`config.mk`:
```
export PLATFORM = sky130hd
export DESIGN_NAME = scanline_irq_mul
export DESIGN_NICKNAME = d
export VERILOG_FILES = /design/src/rtl/scl_pkg.sv /design/src/rtl/scl_target.sv /design/src/rtl/scl_line_mon.sv /design/src/rtl/scl_mul.sv /design/src/rtl/scanline_irq_mul.sv
export SDC_FILE = /design/constraint.sdc
export NUM_CORES = 1
export LEC_CHECK = 0
export ABC_AREA = 1
export BUFFER_PORTS_ARGS = -buffer_cell sky130_fd_sc_hd__clkbuf_2
export CELL_PAD_IN_SITES_DETAIL_PLACEMENT = 0
export CELL_PAD_IN_SITES_GLOBAL_PLACEMENT = 2
export CORE_UTILIZATION = 31
export CTS_CLUSTER_DIAMETER = 120
export DETAILED_ROUTE_END_ITERATION = 16
export PLACE_DENSITY_LB_ADDON = 0.15
export SYNTH_ARGS = -nofsm -noshare
export SYNTH_HDL_FRONTEND = slang
export SYNTH_HIERARCHICAL = 1
export SYNTH_SLANG_ARGS = --single-unit
```
`constraint.sdc`:
```
create_clock -name clk -period 4.45 [get_ports clk]
set_clock_uncertainty 0.15 [all_clocks]
set_input_delay 0 -clock clk [delete_from_list [all_inputs] [get_ports clk]]
set_output_delay 0 -clock clk [all_outputs]
set_load 0.05 [all_outputs]
```
`src/rtl/scl_pkg.sv`:
```
package scl_pkg;
  localparam int DATA_W = 8;
  localparam int ADDR_W = 16;
  localparam int LINE_W = 9;

  // register addresses; software relies on these exact locations
  localparam logic [ADDR_W-1:0] A_TARGET = 16'h5203;
  localparam logic [ADDR_W-1:0] A_STATUS = 16'h5204;
  localparam logic [ADDR_W-1:0] A_MUL_LO = 16'h5205;
  localparam logic [ADDR_W-1:0] A_MUL_HI = 16'h5206;

  // decoded one-cycle access strobes
  typedef struct packed {
    logic wr_target;
    logic wr_enable;
    logic wr_fac_a;
    logic wr_fac_b;
    logic rd_status;
  } scl_dec_t;
endpackage

```
`src/rtl/scl_target.sv`:
```
module scl_target #(
  parameter int DATA_W  = 8,
  parameter int ONESHOT = 8'h40
) (
  input  logic              clk,
  input  logic              rst_n,
  input  logic              wr,
  input  logic [DATA_W-1:0] wdata,
  output logic [DATA_W-1:0] target
);
  localparam logic [DATA_W-1:0] ONESHOT_V = DATA_W'(ONESHOT);

  logic              replace;
  logic [DATA_W-1:0] sum;

  // Small targets accumulate; large ones are overwritten.
  assign replace = (target >= ONESHOT_V);
  assign sum     = target + wdata; // wraps at the register width

  always_ff @(posedge clk or negedge rst_n) begin
    if (!rst_n)     target <= '0;
    else if (wr)    target <= replace ? wdata : sum;
  end
endmodule

```
`src/rtl/scl_line_mon.sv`:
```
module scl_line_mon #(
  parameter int DATA_W    = 8,
  parameter int LINE_W    = 9,
  parameter int LAST_LINE = 240,
  parameter int ONESHOT   = 8'h40,
  parameter int NOIRQ     = 8'hF0
) (
  input  logic              clk,
  input  logic              rst_n,
  input  logic [DATA_W-1:0] target,
  input  logic              wr_enable,
  input  logic [DATA_W-1:0] wdata,
  input  logic              rd_status,
  input  logic              line_stb,
  input  logic [LINE_W-1:0] line_num,
  output logic [DATA_W-1:0] status,
  output logic [DATA_W-1:0] enable,
  output logic              irq
);
  localparam int MATCH_BIT = DATA_W - 1;
  localparam int PAST_BIT  = DATA_W - 2;
  localparam logic [LINE_W-1:0] LAST_V    = LINE_W'(LAST_LINE);
  localparam logic [DATA_W-1:0] ONESHOT_V = DATA_W'(ONESHOT);
  localparam logic [DATA_W-1:0] NOIRQ_V   = DATA_W'(NOIRQ);

  logic              visible, match, past_vis, fire;
  logic [DATA_W-1:0] set_bits, status_nx;

  assign visible  = (line_num <= LAST_V);
  assign match    = line_stb && visible && (line_num == LINE_W'(target));
  assign past_vis = line_stb && !visible;
  assign fire     = match && (enable != '0) && (target < NOIRQ_V);

  always_comb begin
    set_bits            = '0;
    set_bits[MATCH_BIT] = match;
    set_bits[PAST_BIT]  = past_vis;
    // a read clears; flags raised on the same edge survive
    status_nx = (rd_status ? '0 : status) | set_bits;
  end

  always_ff @(posedge clk or negedge rst_n) begin
    if (!rst_n) begin
      status <= '0;
      enable <= '0;
      irq    <= 1'b0;
    end else begin
      status <= status_nx;
      if (wr_enable)                          enable <= wdata;
      else if (match && target >= ONESHOT_V)  enable <= '0;
      if (fire)           irq <= 1'b1;
      else if (rd_status) irq <= 1'b0;
    end
  end
endmodule

```
`src/rtl/scl_mul.sv`:
```
module scl_mul #(
  parameter int DATA_W = 8
) (
  input  logic                clk,
  input  logic                rst_n,
  input  logic [1:0]          wr_fac,
  input  logic [DATA_W-1:0]   wdata,
  output logic [DATA_W-1:0]   fac_a,
  output logic [DATA_W-1:0]   fac_b,
  output logic [2*DATA_W-1:0] product
);
  localparam int PROD_W = 2 * DATA_W;

  logic [DATA_W-1:0] fac_q [2];

  for (genvar i = 0; i < 2; i++) begin : g_fac
    always_ff @(posedge clk or negedge rst_n) begin
      if (!rst_n)         fac_q[i] <= '0;
      else if (wr_fac[i]) fac_q[i] <= wdata;
    end
  end

  assign fac_a   = fac_q[0];
  assign fac_b   = fac_q[1];
  assign product = PROD_W'(fac_a) * PROD_W'(fac_b);
endmodule

```
`src/rtl/scanline_irq_mul.sv`:
```
module scanline_irq_mul
  import scl_pkg::*;
#(
  parameter int LAST_LINE = 240,
  parameter int ONESHOT   = 8'h40,
  parameter int NOIRQ     = 8'hF0
) (
  input  logic              clk,
  input  logic              rst_n,
  input  logic [ADDR_W-1:0] bus_addr,
  input  logic [DATA_W-1:0] bus_wdata,
  input  logic              bus_wr,
  input  logic              bus_rd,
  output logic [DATA_W-1:0] bus_rdata,
  input  logic [LINE_W-1:0] line_num,
  input  logic              line_stb,
  output logic              irq
);
  localparam int PROD_W = 2 * DATA_W;

  scl_dec_t          dec;
  logic [DATA_W-1:0] target_q, status_q, enable_q, fac_a, fac_b;
  logic [PROD_W-1:0] product;
  logic [DATA_W-1:0] rd_mux;

  always_comb begin
    dec           = '0;
    dec.wr_target = bus_wr && (bus_addr == A_TARGET);
    dec.wr_enable = bus_wr && (bus_addr == A_STATUS);
    dec.wr_fac_a  = bus_wr && (bus_addr == A_MUL_LO);
    dec.wr_fac_b  = bus_wr && (bus_addr == A_MUL_HI);
    dec.rd_status = bus_rd && (bus_addr == A_STATUS);
  end

  scl_target #(.DATA_W(DATA_W), .ONESHOT(ONESHOT)) u_target (
    .clk    (clk),
    .rst_n  (rst_n),
    .wr     (dec.wr_target),
    .wdata  (bus_wdata),
    .target (target_q)
  );

  scl_line_mon #(
    .DATA_W(DATA_W), .LINE_W(LINE_W), .LAST_LINE(LAST_LINE),
    .ONESHOT(ONESHOT), .NOIRQ(NOIRQ)
  ) u_mon (
    .clk       (clk),
    .rst_n     (rst_n),
    .target    (target_q),
    .wr_enable (dec.wr_enable),
    .wdata     (bus_wdata),
    .rd_status (dec.rd_status),
    .line_stb  (line_stb),
    .line_num  (line_num),
    .status    (status_q),
    .enable    (enable_q),
    .irq       (irq)
  );

  scl_mul #(.DATA_W(DATA_W)) u_mul (
    .clk     (clk),
    .rst_n   (rst_n),
    .wr_fac  ({dec.wr_fac_b, dec.wr_fac_a}),
    .wdata   (bus_wdata),
    .fac_a   (fac_a),
    .fac_b   (fac_b),
    .product (product)
  );

  always_comb begin
    unique case (bus_addr)
      A_STATUS: rd_mux = status_q;
      A_MUL_LO: rd_mux = product[DATA_W-1:0];
      A_MUL_HI: rd_mux = product[PROD_W-1:DATA_W];
      default:  rd_mux = bus_addr[ADDR_W-1 -: DATA_W];
    endcase
  end

  always_ff @(posedge clk or negedge rst_n) begin
    if (!rst_n)      bus_rdata <= '0;
    else if (bus_rd) bus_rdata <= rd_mux;
  end
endmodule

```
# [Word level (Yosys, flattened, before mapping)]
# Cells that the tools add are included.
[word_totals] output_inout_bits=9 word_cells=40 register_bits=49 inputBits=38
[classes] n_reduce_logical=15 n_mux=7 eq_ne=5 mul=1 magnitude_cmp=3 n_bitwise=1 add_sub_neg=1
[op_table] cell="16-bit by 15-bit == test with 1-bit output (second input constant)" count=4
[op_table] cell="8-bit 2-to-1 mux" count=4
[op_table] cell="8-bit one-hot mux with 3 select lines" count=1
[op_table] cell="8-bit by 8-bit multiplier with 16-bit output" count=1
[op_table] cell="1-bit logical AND" count=11
[op_table] cell="9-bit by 8-bit == test with 1-bit output" count=1
[op_table] cell="9-bit by 8-bit less-or-equal comparator with 1-bit output (second input constant)" count=1
[op_table] cell="8-bit adder" count=1
[op_table] cell="8-bit by 7-bit greater-or-equal comparator with 1-bit output (second input constant)" count=1
[op_table] cell="8-bit < comparator (second input constant)" count=1
[op_table] cell="8-bit bitwise OR" count=1
[op_table] cell="8-bit nonzero test" count=1
[op_table] cell="2-bit nonzero test" count=2
[op_table] cell="1-bit 2-to-1 mux" count=2
[op_table] cell="1-bit logical NOT" count=1

# [Logic depth before layout (Yosys ltp)]
# Gate-level depths: netlist (run 1).
[depth] depth_word=6 ltp_mapped=24 ltp_nobuf=23

# [Modules after synthesis]
# The synthesis (run 1) kept the hierarchy.
[by_module_without_submodules] module="scl_mul" n_inst=1 cells_each=409 seq_area_each_um2=400.4 area_per_inst_um2=2986.6
[by_module_without_submodules] module="scl_target" n_inst=1 cells_each=118 seq_area_each_um2=200.2 area_per_inst_um2=747.0
[by_module_without_submodules] module="scl_line_mon" n_inst=1 cells_each=109 seq_area_each_um2=275.3 area_per_inst_um2=737.0
[by_module_without_submodules] module="scanline_irq_mul" n_inst=1 cells_each=124 seq_area_each_um2=200.2 area_per_inst_um2=729.4

# [Least setup slack after synthesis (run 1)]
# No wires, ideal clock.
[synth_path] path_kind="flip-flop to flip-flop" start="reg u_mul.fac_q, in the netlist u_mul/fac_b[7]" end="reg bus_rdata[3]" arrival_time_ns=3.898 setup_slack_ns=0.284 path_stages_with_launch=23 n_path_buf=1 required_ns=4.182 setup_time_ns=0.118 synth_period_minus_slack_ns=4.166 path_cell_list="dfrtp_1 clkbuf_1 nand2_1 fa_1 fa_1 inv_1 fa_1 inv_1 fa_1 inv_1 ha_1 nand2_1 inv_2 nand2_2 inv_1 nand2_1 nand3_1 nand2_1 nand2_1 nand3_1 nand4_1 nand2_1 nand2_1"
[synth_between] elab_chain_cells=2
[synth_rtl] element="start: declaration" line_no="scl_mul.sv:14" source="logic [DATA_W-1:0] fac_q [2];"
[synth_rtl] element="start signal: indexed assignment" line_no="scl_mul.sv:19" source="else if (wr_fac[i]) fac_q[i] <= wdata;"
[synth_rtl] element="8-bit by 8-bit multiplier with 16-bit output" line_no="scl_mul.sv:25" source="assign product = PROD_W'(fac_a) * PROD_W'(fac_b);"
[synth_rtl] element="named net product[11]" line_no="scanline_irq_mul.sv:23" source="logic [PROD_W-1:0] product;"
[synth_rtl] element="8-bit one-hot mux with 3 select lines" line_no="scanline_irq_mul.sv:71" source="unique case (bus_addr)"
[synth_rtl] element="end signal: assignment" line_no="scanline_irq_mul.sv:81" source="else if (bus_rd) bus_rdata <= rd_mux;"
[synth_rtl] element="end: declaration" line_no="scanline_irq_mul.sv:14" source="output logic [DATA_W-1:0] bus_rdata,"
# The timed path passes the listed nets, and every way through them passes these cells.
# A chain may end at the register's enable or synchronous reset.

# [Final worst setup path (run 1)]
[layout_path] start="reg u_mul.fac_q, in the netlist u_mul/fac_a[6]" end="reg bus_rdata[2]"
# The elaborated chain is that of the path after synthesis.

==> impl_metrics.ini, run 1 <==
[run_status]
status = finished, final reports clean

[cts]
cts-root-buf = clkbuf_16
clock-sinks = 43
clkLatencyLatePin_ns = 0.30
cts_tree = yes
cts_buffer_depth = 2
cts_max_level = 2
clk_pin_slew_ns = 0.07
cts_buffers = 5

[hold_path]
holdPathEnd = u_target/target[1]
whs_path_depth = 4
min-delay-start = bus_addr[2]
hold_class = input pin to flip-flop

[critical_path]
timing.rr.end = bus_rdata[2]
max_stage_delay_ns = 0.57
arrival_ns = 4.29
rr_worst_depth = 19
crit_path_frequent_cell = nand2_1
required_ns = 4.54
cp-start-kind = flip-flop
crit_slowest_cell = fa_1
cp-end-kind = flip-flop
crit_fanout = 4
reg2reg_from = u_mul/fac_a[6]
path_class = flip-flop to flip-flop
rrSetupSlack_ns = 0.25
crit_chain = buf_4 > nand2_1 > fa_1 > fa_1 > fa_1 > fa_1 > inv_1 > ha_2 > nand2_1 > inv_1 > nand2_1 > nand2_1 > inv_1 > nand2_2 > xor2_2 > nand3_1 > nand4_1 > nand2_1 > nand2_1

[cells_and_area]
stdcell_count = 1053
drive_gt1_frac = 0.171
diodes = 0
final_nets = 954
area_growth_pct = 19.7
fillCellCount = 1763
fin_util = 0.386

[power]
power_uw = 968
powerDensity_nw_per_um2 = 156
p_leak_nw = 3.84
vdd_drop_max_v = 0.000169

[synth]
ys_seq_area_frac = 0.207
syn_inst = 760
async_flop_share = 1.00
synth_top_area_frac = 0.207
yosysWarnings = 6
synth-main-ff-cell = dfrtp_1
netlist_top_cells_area = dfrtp_1, nand2_1, fa_1, inv_1, ha_1
synth-seq-cells = 43
yosysTopAreaCell = dfrtp_1
syn_area_per_cell_um2 = 6.84
synth_common_cells = nand2_1, inv_1, nand3_1
post-synth-top-count-cell = nand2_1
synth_edf_count = 0
yosysUniqueCellTypes = 31
netlist_area_um2 = 5200

[floorplan]
die-width_um = 132
initial_core_util = 0.323
num_rows = 46
dieArea_um2 = 17300
die_y_um = 132
core_area_um2 = 16100
pin_count = 47

[timing]
setup_viol = 0
tightest_slew_ns = 0.810
final.setup.tns_ns = 0
post-route-period-util = 0.944
period_needed_ns = 4.20
rsz0062_at_grt = no
max_freq_mhz = 238
max_slew_margin = 0.458
slew_violations = 0
setup_slack_ns = 0.250
timing_hold_violations_final = 0

[route]
wl_per_cell_um = 13.1
via_count = 4556
drtIter0Drc = 170
via_per_inst = 4.33
drt-pass1-iter-count = 4
drc = 0
wl_um = 13800
antenna_left = 0

[global_route]
track_usage = 0.174
antenna_found_initial = 0
grt_max_degree = 44
grt_pass1_wl_um = 24000
grt_overflow = 0
grt_pass1_vias = 4832

[place]
routabilityCongestion = 0.840
dp_cells = 1018
dp_slack_ns = 0.00914
dp_hpwl_um = 11500
io_buffers = 46

[flow_run]
cap_violations = 0
==> metrics by stage <==
stage               area (um^2)  hold WS (ns)
floorplan                  5220        -0.446
global placement           5710       -0.0270
detailed placement         5710       -0.0173
CTS                        6130        0.0118
global route               6230        0.0195
finish                     6230        0.0192
==> state kept, by name, indices dropped and copies added (netlist names) <==
register and flops:
bus_rdata 8, u_mon/enable 8, u_mul/fac_a 8, u_mul/fac_b 8
u_target/target 8, u_mon/status 2, u_mon/irq 1
==> cell type report <==
cell class              count  area [um^2]  area share
multi-input cells         510         3360       0.540
flip-flops and latches     43         1080       0.174
inverters                 182          683       0.110
repair buffers             94          654       0.105
well taps                 216          270      0.0434
clock buffers               5          125      0.0201
clock inverters             3         46.3     0.00744
==> worst max-delay path by stage <==
stage | to | depth (start not counted) | slack [ns] | from
2_1_floorplan | bus_rdata[3] | 22 | 0.28 | u_mul/fac_b[7]
3_3_place_gp | bus_rdata[2] | 22 | -0.01 | u_mul/fac_b[4]
3_5_place_dp | bus_rdata[2] | 22 | 0.009 | u_mul/fac_b[4]
4_1_cts | bus_rdata[2] | 20 | 0.01 | u_mul/fac_a[5]
5_1_grt | bus_rdata[7] | 20 | 0.03 | u_mul/fac_a[6]
6_report | bus_rdata[2] | 19 | 0.25 | u_mul/fac_a[6]
==> cells by family (layout without fill, tap and decap cells) <==
family	count (synthesis)	in the layout	share of synthesized area
other cells	1	6	0.000721
compound gates	19	19	0.0185
mux	16	16	0.0346
xor+xnor	9	9	0.0152
flops	43	43	0.207
buf+inv	212	284	0.164
simple gates	380	380	0.314
fa+ha+maj	80	80	0.246
==> worst max-delay path, delay by kind of cell (launching register included) <==
family / cells / cell delay [ns]
xor gates and xnor gates: 1 / 0.16
buffers and inverters: 4 / 0.33
and+or+nand+nor: 9 / 0.73
adders and majority gates: 5 / 2.34
DFF: 1 / 0.40
==> per-layer routing <==
metal,wire [um],vias to the layer above,GRT usage
li1,-,2399,-
met4,258,0,0.0426
met3,388,14,0.0243
met2,6270,62,0.289
met1,6920,2081,0.235
met5,0,-,0
==> layout by cell type (no fill, tap or decap), types with 8 or more instances in the layout <==
cell,count
buf_4,23
inv_1,171
nand4_1,12
nand3_1,57
fa_1,35
dlygate4sd3_1,24
nor2_1,38
inv_2,9
ha_1,37
a21oi_1,9
dfrtp_1,37
mux2_2,16
clkbuf_2,46
nand2_2,8
nand2_1,246
==> repair_timing <==
| item | 4_1_cts | 5_1_grt |
|---|---|---|
| buffers inserted | 0 | 3 |
| endpoints found under the setup margin | 1 | 7 |
| hold buffers | 24 | 0 |
| pin swaps | 0 | 9 |
| resized for setup | 1 | 22 |
| hold endpoints to repair | 83 | 0 |
==> power breakdown <==
group	internal [mW]	switching, mW	total [mW]
logic	0.0479	0.0828	0.131
clock network	0.267	0.170	0.437
registers	0.397	0.00375	0.401
No activity file was read; power rests on OpenSTA's default activity.
==> run 2: changes to the inputs <==
CORE_MARGIN = 10   (was not set)
==> run 2 against run 1 <==
  * Critical path depth unchanged
  * Clock-buffer cell count unchanged
  * Wire length up 1.9%
==> impl_metrics.ini, run 2 (synthesis gave the netlist of run 1 again) <==
[run_status]
status = finished, final reports clean

[place]
dp_slack_ns = 0.0765
dp_hpwl_um = 11800
io_buffers = 46
routabilityCongestion = 0.802

[floorplan]
dieArea_um2 = 22400
core_area_um2 = 16500
die-width_um = 150
initial_core_util = 0.315
num_rows = 47
pin_count = 47
die_y_um = 150

[timing]
post-route-period-util = 0.941
rsz0062_at_grt = no
tightest_slew_ns = 0.811
max_slew_margin = 0.457
final.setup.tns_ns = 0
timing_hold_violations_final = 0
setup_slack_ns = 0.262
setup_viol = 0
max_freq_mhz = 239
slew_violations = 0
period_needed_ns = 4.19

[power]
power_uw = 978
p_leak_nw = 3.82
powerDensity_nw_per_um2 = 158
vdd_drop_max_v = 0.000124

[route]
via_per_inst = 4.39
wl_um = 14100
via_count = 4623
drt-pass1-iter-count = 5
drc = 0
antenna_left = 0
drtIter0Drc = 217
wl_per_cell_um = 13.4

[critical_path]
cp-end-kind = flip-flop
crit_path_frequent_cell = nand2_1
crit_slowest_cell = fa_1
required_ns = 4.54
max_stage_delay_ns = 0.54
arrival_ns = 4.28
critPathBufInv = 4
path_depth = 19
crit_family = adder cells
rr_worst_depth = 19
crit_chain = buf_4 > nand2_1 > inv_1 > fa_1 > fa_1 > inv_1 > fa_1 > fa_1 > inv_1 > ha_4 > nand2_2 > nor2_2 > nand2_1 > nand2_1 > xor2_1 > nand3_1 > nand4_1 > nand2_1 > nand2_1
crit_fanout = 7
cp-start-kind = flip-flop
path_class = flip-flop to flip-flop

[global_route]
grt_pass1_wl_um = 23600
grt_pass1_vias = 4709
grt_max_degree = 44
antenna_found_initial = 0
grt_overflow = 0
track_usage = 0.131

[cells_and_area]
layout_commonest_cell = nand2_1
final_nets = 951
final_cell_mix = nand2_1, inv_1, nand3_1
fillCellCount = 1787
area_growth_pct = 19.1
drive_gt1_frac = 0.164
diodes = 0

[hold_path]
hold_class = input pin to flip-flop
whs_path_depth = 4

[cts]
clkLatencyLatePin_ns = 0.30
cts-root-buf = clkbuf_16
cts_tree = yes
clk_pin_slew_ns = 0.07
clock-sinks = 43
cts_buffer_depth = 2
cts_buffers = 5
cts_max_level = 2

[flow_run]
cap_violations = 0
## run 2: cell count changes in the layout (fill, tap and decap cells not counted), sizes merged
cell	previous run	this run
buf	24	20
dlygate4sd3	24	25
## run 2: tightest hold or removal path, cell delays in order
cell and delay (ns):
clkbuf_2 0.11, nor4_1 0.06, buf_4 0.16, o21ai_1 0.11
## run 2: path summary, 6_finish.rpt
path / to / slack (ns) / start
min: u_target/target[1] / 0.02 / bus_addr[3]
max reg2reg: bus_rdata[2] / 0.26 / u_mul/fac_b[4]
min in group asynchronous: u_target/target[6] / 0.18 / rst_n
max in group asynchronous: u_mul/fac_a[1] / 3.52 / rst_n
min reg2reg: bus_rdata[0] / 0.33 / bus_rdata[0]
max: bus_rdata[2] / 0.26 / u_mul/fac_b[4]
## run 2: metrics by stage
step / instances / hold slack, ns / instance area (um^2) / util
3_3_place_gp: 1017 / -0.00851 / 5670 / 0.343
4_1_cts: 1050 / 0.0114 / 6100 / 0.369
5_1_grt: 1054 / 0.0596 / 6190 / 0.375
6_report: 1054 / 0.0239 / 6190 / 0.375
2_1_floorplan: 765 / -0.446 / 5220 / -
3_5_place_dp: 1017 / -0.00821 / 5670 / 0.343
## run 2: area by class of cell
cell class	count	area, um^2	share of cell area
inverter	182	683	0.110
timing repair buffer	91	631	0.102
clock buffer	5	125	0.0202
clock inverter	3	46.3	0.00747
multi-input combinational	510	3340	0.540
sequential	43	1090	0.176
tap	220	275	0.0444
## run 2: timing repair
action                                  CTS  global route
resized for setup                         0            20
buffers inserted                          0             4
hold buffers                             25             0
endpoints found under the hold margin    85             0
endpoints found under the setup margin    0             8
## run 2: power breakdown
group          switching, mW  internal [mW]
Combinational         0.0825         0.0485
Clock                  0.178          0.267
Sequential           0.00415          0.397
## run 2: layer usage
layer	vias up	track usage	wire length [um]
met1	2162	0.175	6900
met4	0	0.0299	134
met2	59	0.219	6680
li1	2393	-	-
met3	9	0.0193	382
met5	-	0	0
==> run 3: changes to the inputs <==
ABC_AREA = 0   (was 1)
CORE_UTILIZATION = 35   (was 31)
==> run 3 against run 2 <==
  * Maximum frequency decreased by 4.1%
  * Critical path depth fell by 2
  * First-iteration DRC count fell by 41%
  * Critical path type unchanged
  * Sequential share of layout area up 0.54 points
  * Area after synthesis fell by 8.7%
  * Core utilization grew 7.5 points
  * Wire length down 9.2%
  * Cell count fell by 26%
  * Global-route usage is 1.6 points higher
  * Worst hold slack lost 0.015 ns
  * Combinational power rose by 11%
  * Cell area is 3.9% lower
==> impl_metrics.ini, run 3 <==
[critical_path]
rrSetupSlack_ns = 0.08
cp-end-kind = flip-flop
cp-start-kind = flip-flop
crit_slowest_cell = fa_1
crit_path_frequent_cell = fa_1
timing.rr.end = bus_rdata[7]
reg2reg_from = u_mul/fac_a[4]
crit_chain = and2_4 > fa_1 > inv_2 > fa_1 > inv_2 > fa_1 > inv_1 > fa_1 > inv_2 > ha_4 > a21o_1 > a21oi_2 > nand3_1 > and3_1 > a211oi_2 > o22ai_1 > a31oi_1
max_stage_delay_ns = 0.55
crit_fanout = 4
path_class = flip-flop to flip-flop
required_ns = 4.53
arrival_ns = 4.45
critPathLaunch = u_mul/fac_a[4]
rr_worst_depth = 17

[floorplan]
dieArea_um2 = 18600
die-width_um = 136
die_y_um = 136
core_area_um2 = 13200
num_rows = 42
pin_count = 47
initial_core_util = 0.358

[synth]
synthAdderAreaFrac = 0.269
synth_common_cells = inv_1, and2_1, dfrtp_1, ha_1, fa_1
synth_xor_area_frac = 0.0388
syn_area_per_cell_um2 = 9.43
yosysTopAreaCell = dfrtp_1
synth-main-ff-cell = dfrtp_1
async_flop_share = 1.00
yosysWarnings = 6
muxShareOfSynthArea = 0.0569
synth-simple-area-share = 0.197
synth-compound-area-share = 0.136
synth_top_area_frac = 0.227
synth_top_family_by_area = adder cells
post-synth-top-count-cell = inv_1
netlist_area_um2 = 4750
yosysUniqueCellTypes = 62
syn_inst = 503
synth-seq-cells = 43
netlist_top_cells_area = dfrtp_1, fa_1, ha_1, and2_1, mux2_2
ys_seq_area_frac = 0.227
synth_edf_count = 0

[cells_and_area]
drive_gt1_frac = 0.298
diodes = 0
fin_util = 0.450
finalInstanceArea_um2 = 5950
area_growth_pct = 25.5
layout_commonest_cell = inv_1
final_nets = 721
final_cell_mix = inv_1, clkbuf_2, and2_1

[flow_run]
cap_violations = 0

[cts]
clock-sinks = 43
cts_tree = yes
clkLatencyLatePin_ns = 0.30
cts_buffers = 5
cts-root-buf = clkbuf_16
cts_buffer_depth = 2
cts_max_level = 2
clk_pin_slew_ns = 0.07

[timing]
period_needed_ns = 4.37
tightest_slew_ns = 1.04
slew_violations = 0
max_slew_margin = 0.304
setup_viol = 0
post-route-period-util = 0.982
timing_hold_violations_final = 0
max_freq_mhz = 229
rsz0062_at_grt = yes

[run_status]
status = finished, final reports clean

[global_route]
grt_pass1_vias = 4324
grt.met1_usage = 0.187
top_usage_layer = met2
grt_overflow = 0
antenna_found_initial = 0
use_met2 = 0.258
grt_pass1_wl_um = 21900
grtUsageMet3 = 0.0225
track_usage = 0.148
grt_max_degree = 44

[route]
drc = 0
via_per_inst = 4.96
drt-pass1-iter-count = 4
wl_per_cell_um = 16.4
antenna_left = 0
via_count = 3865
wl_um = 12800
drtIter0Drc = 129

[place]
dp_hpwl_um = 10200
postPlaceCellArea_um2 = 5410
io_buffers = 46
routabilityCongestion = 0.843

[power]
powerDensity_nw_per_um2 = 158
vdd_drop_max_v = 0.000146
power_uw = 941
p_leak_nw = 2.97

[hold_path]
hold_class = input pin to flip-flop
whs_path_depth = 5
min-delay-start = bus_wr
holdPathEnd = u_mon/enable[0]
## run 3: report_power, final
group          switching, mW  internal [mW]
clock network          0.179          0.213
logic                 0.0892         0.0563
registers            0.00504          0.398
## run 3: timing repair
item / in CTS / in global routing
setup buffers: 4 / 0
pin swaps: 23 / 26
endpoints found under the hold margin: 81 / 0
cloned: 0 / 0
endpoints found under the setup margin: 6 / 8
gates resized for setup: 16 / 26
hold buffers: 19 / 0
## run 3: kinds of logic (layout without fill, tap and decap cells)
group                      Yosys count  after routing
DFF                                 43             43
muxes                               24             24
buffers and inverters               84            180
and+or+nand+nor                    156            156
xor gates and xnor gates            21             21
other                                1              6
adders and majority gates           80             80
AOI/OAI and AO/OA                   94             94
## run 3: final cells by class
class	instances	area, um^2
fillers	1341	7290
multi-input cells	381	3520
flip-flops and latches	43	1080
repair buffers	106	736
inverters	66	248
well taps	176	220
clock buffers	5	125
clock inverters	3	26.3
## run 3: routing by layer
layer / share of wire / wire length (um)
met1: 0.46 / 5840
met3: 0.026 / 332
met4: 0.0098 / 125
met5: 0 / 0
met2: 0.51 / 6500
## run 3: critical path, delay by kind of cell, from the launching register on
family	cells	cell delay, ns
buffers and inverters	4	0.18
AND/OR/NAND/NOR	3	0.50
flip-flops	1	0.45
adder cells (fa/ha/maj)	5	2.20
AO/OA/AOI/OAI	5	0.81
## run 3: through the flow
stage | TNS, ns | setup slack (ns) | instances | hold WS, ns
finish | 0 | 0.0809 | 780 | 0.00934
global route | -0.503 | -0.121 | 780 | 0.0593
CTS | -0.00742 | -0.00742 | 780 | 0.00200
detailed placement | -0.813 | -0.188 | 749 | -0.0232
global placement | -0.498 | -0.108 | 749 | -0.0234
floorplan | 0 | 0.00788 | 508 | -0.446
## run 3: how the worst max path moves through the flow
stage                         to  slack, ns  cells after the start
floorplan           bus_rdata[6]      0.008                     16
global placement    bus_rdata[1]      -0.11                     17
detailed placement  bus_rdata[1]      -0.19                     17
CTS                 bus_rdata[4]     -0.007                     17
global route        bus_rdata[4]      -0.12                     17
finish              bus_rdata[7]       0.08                     17
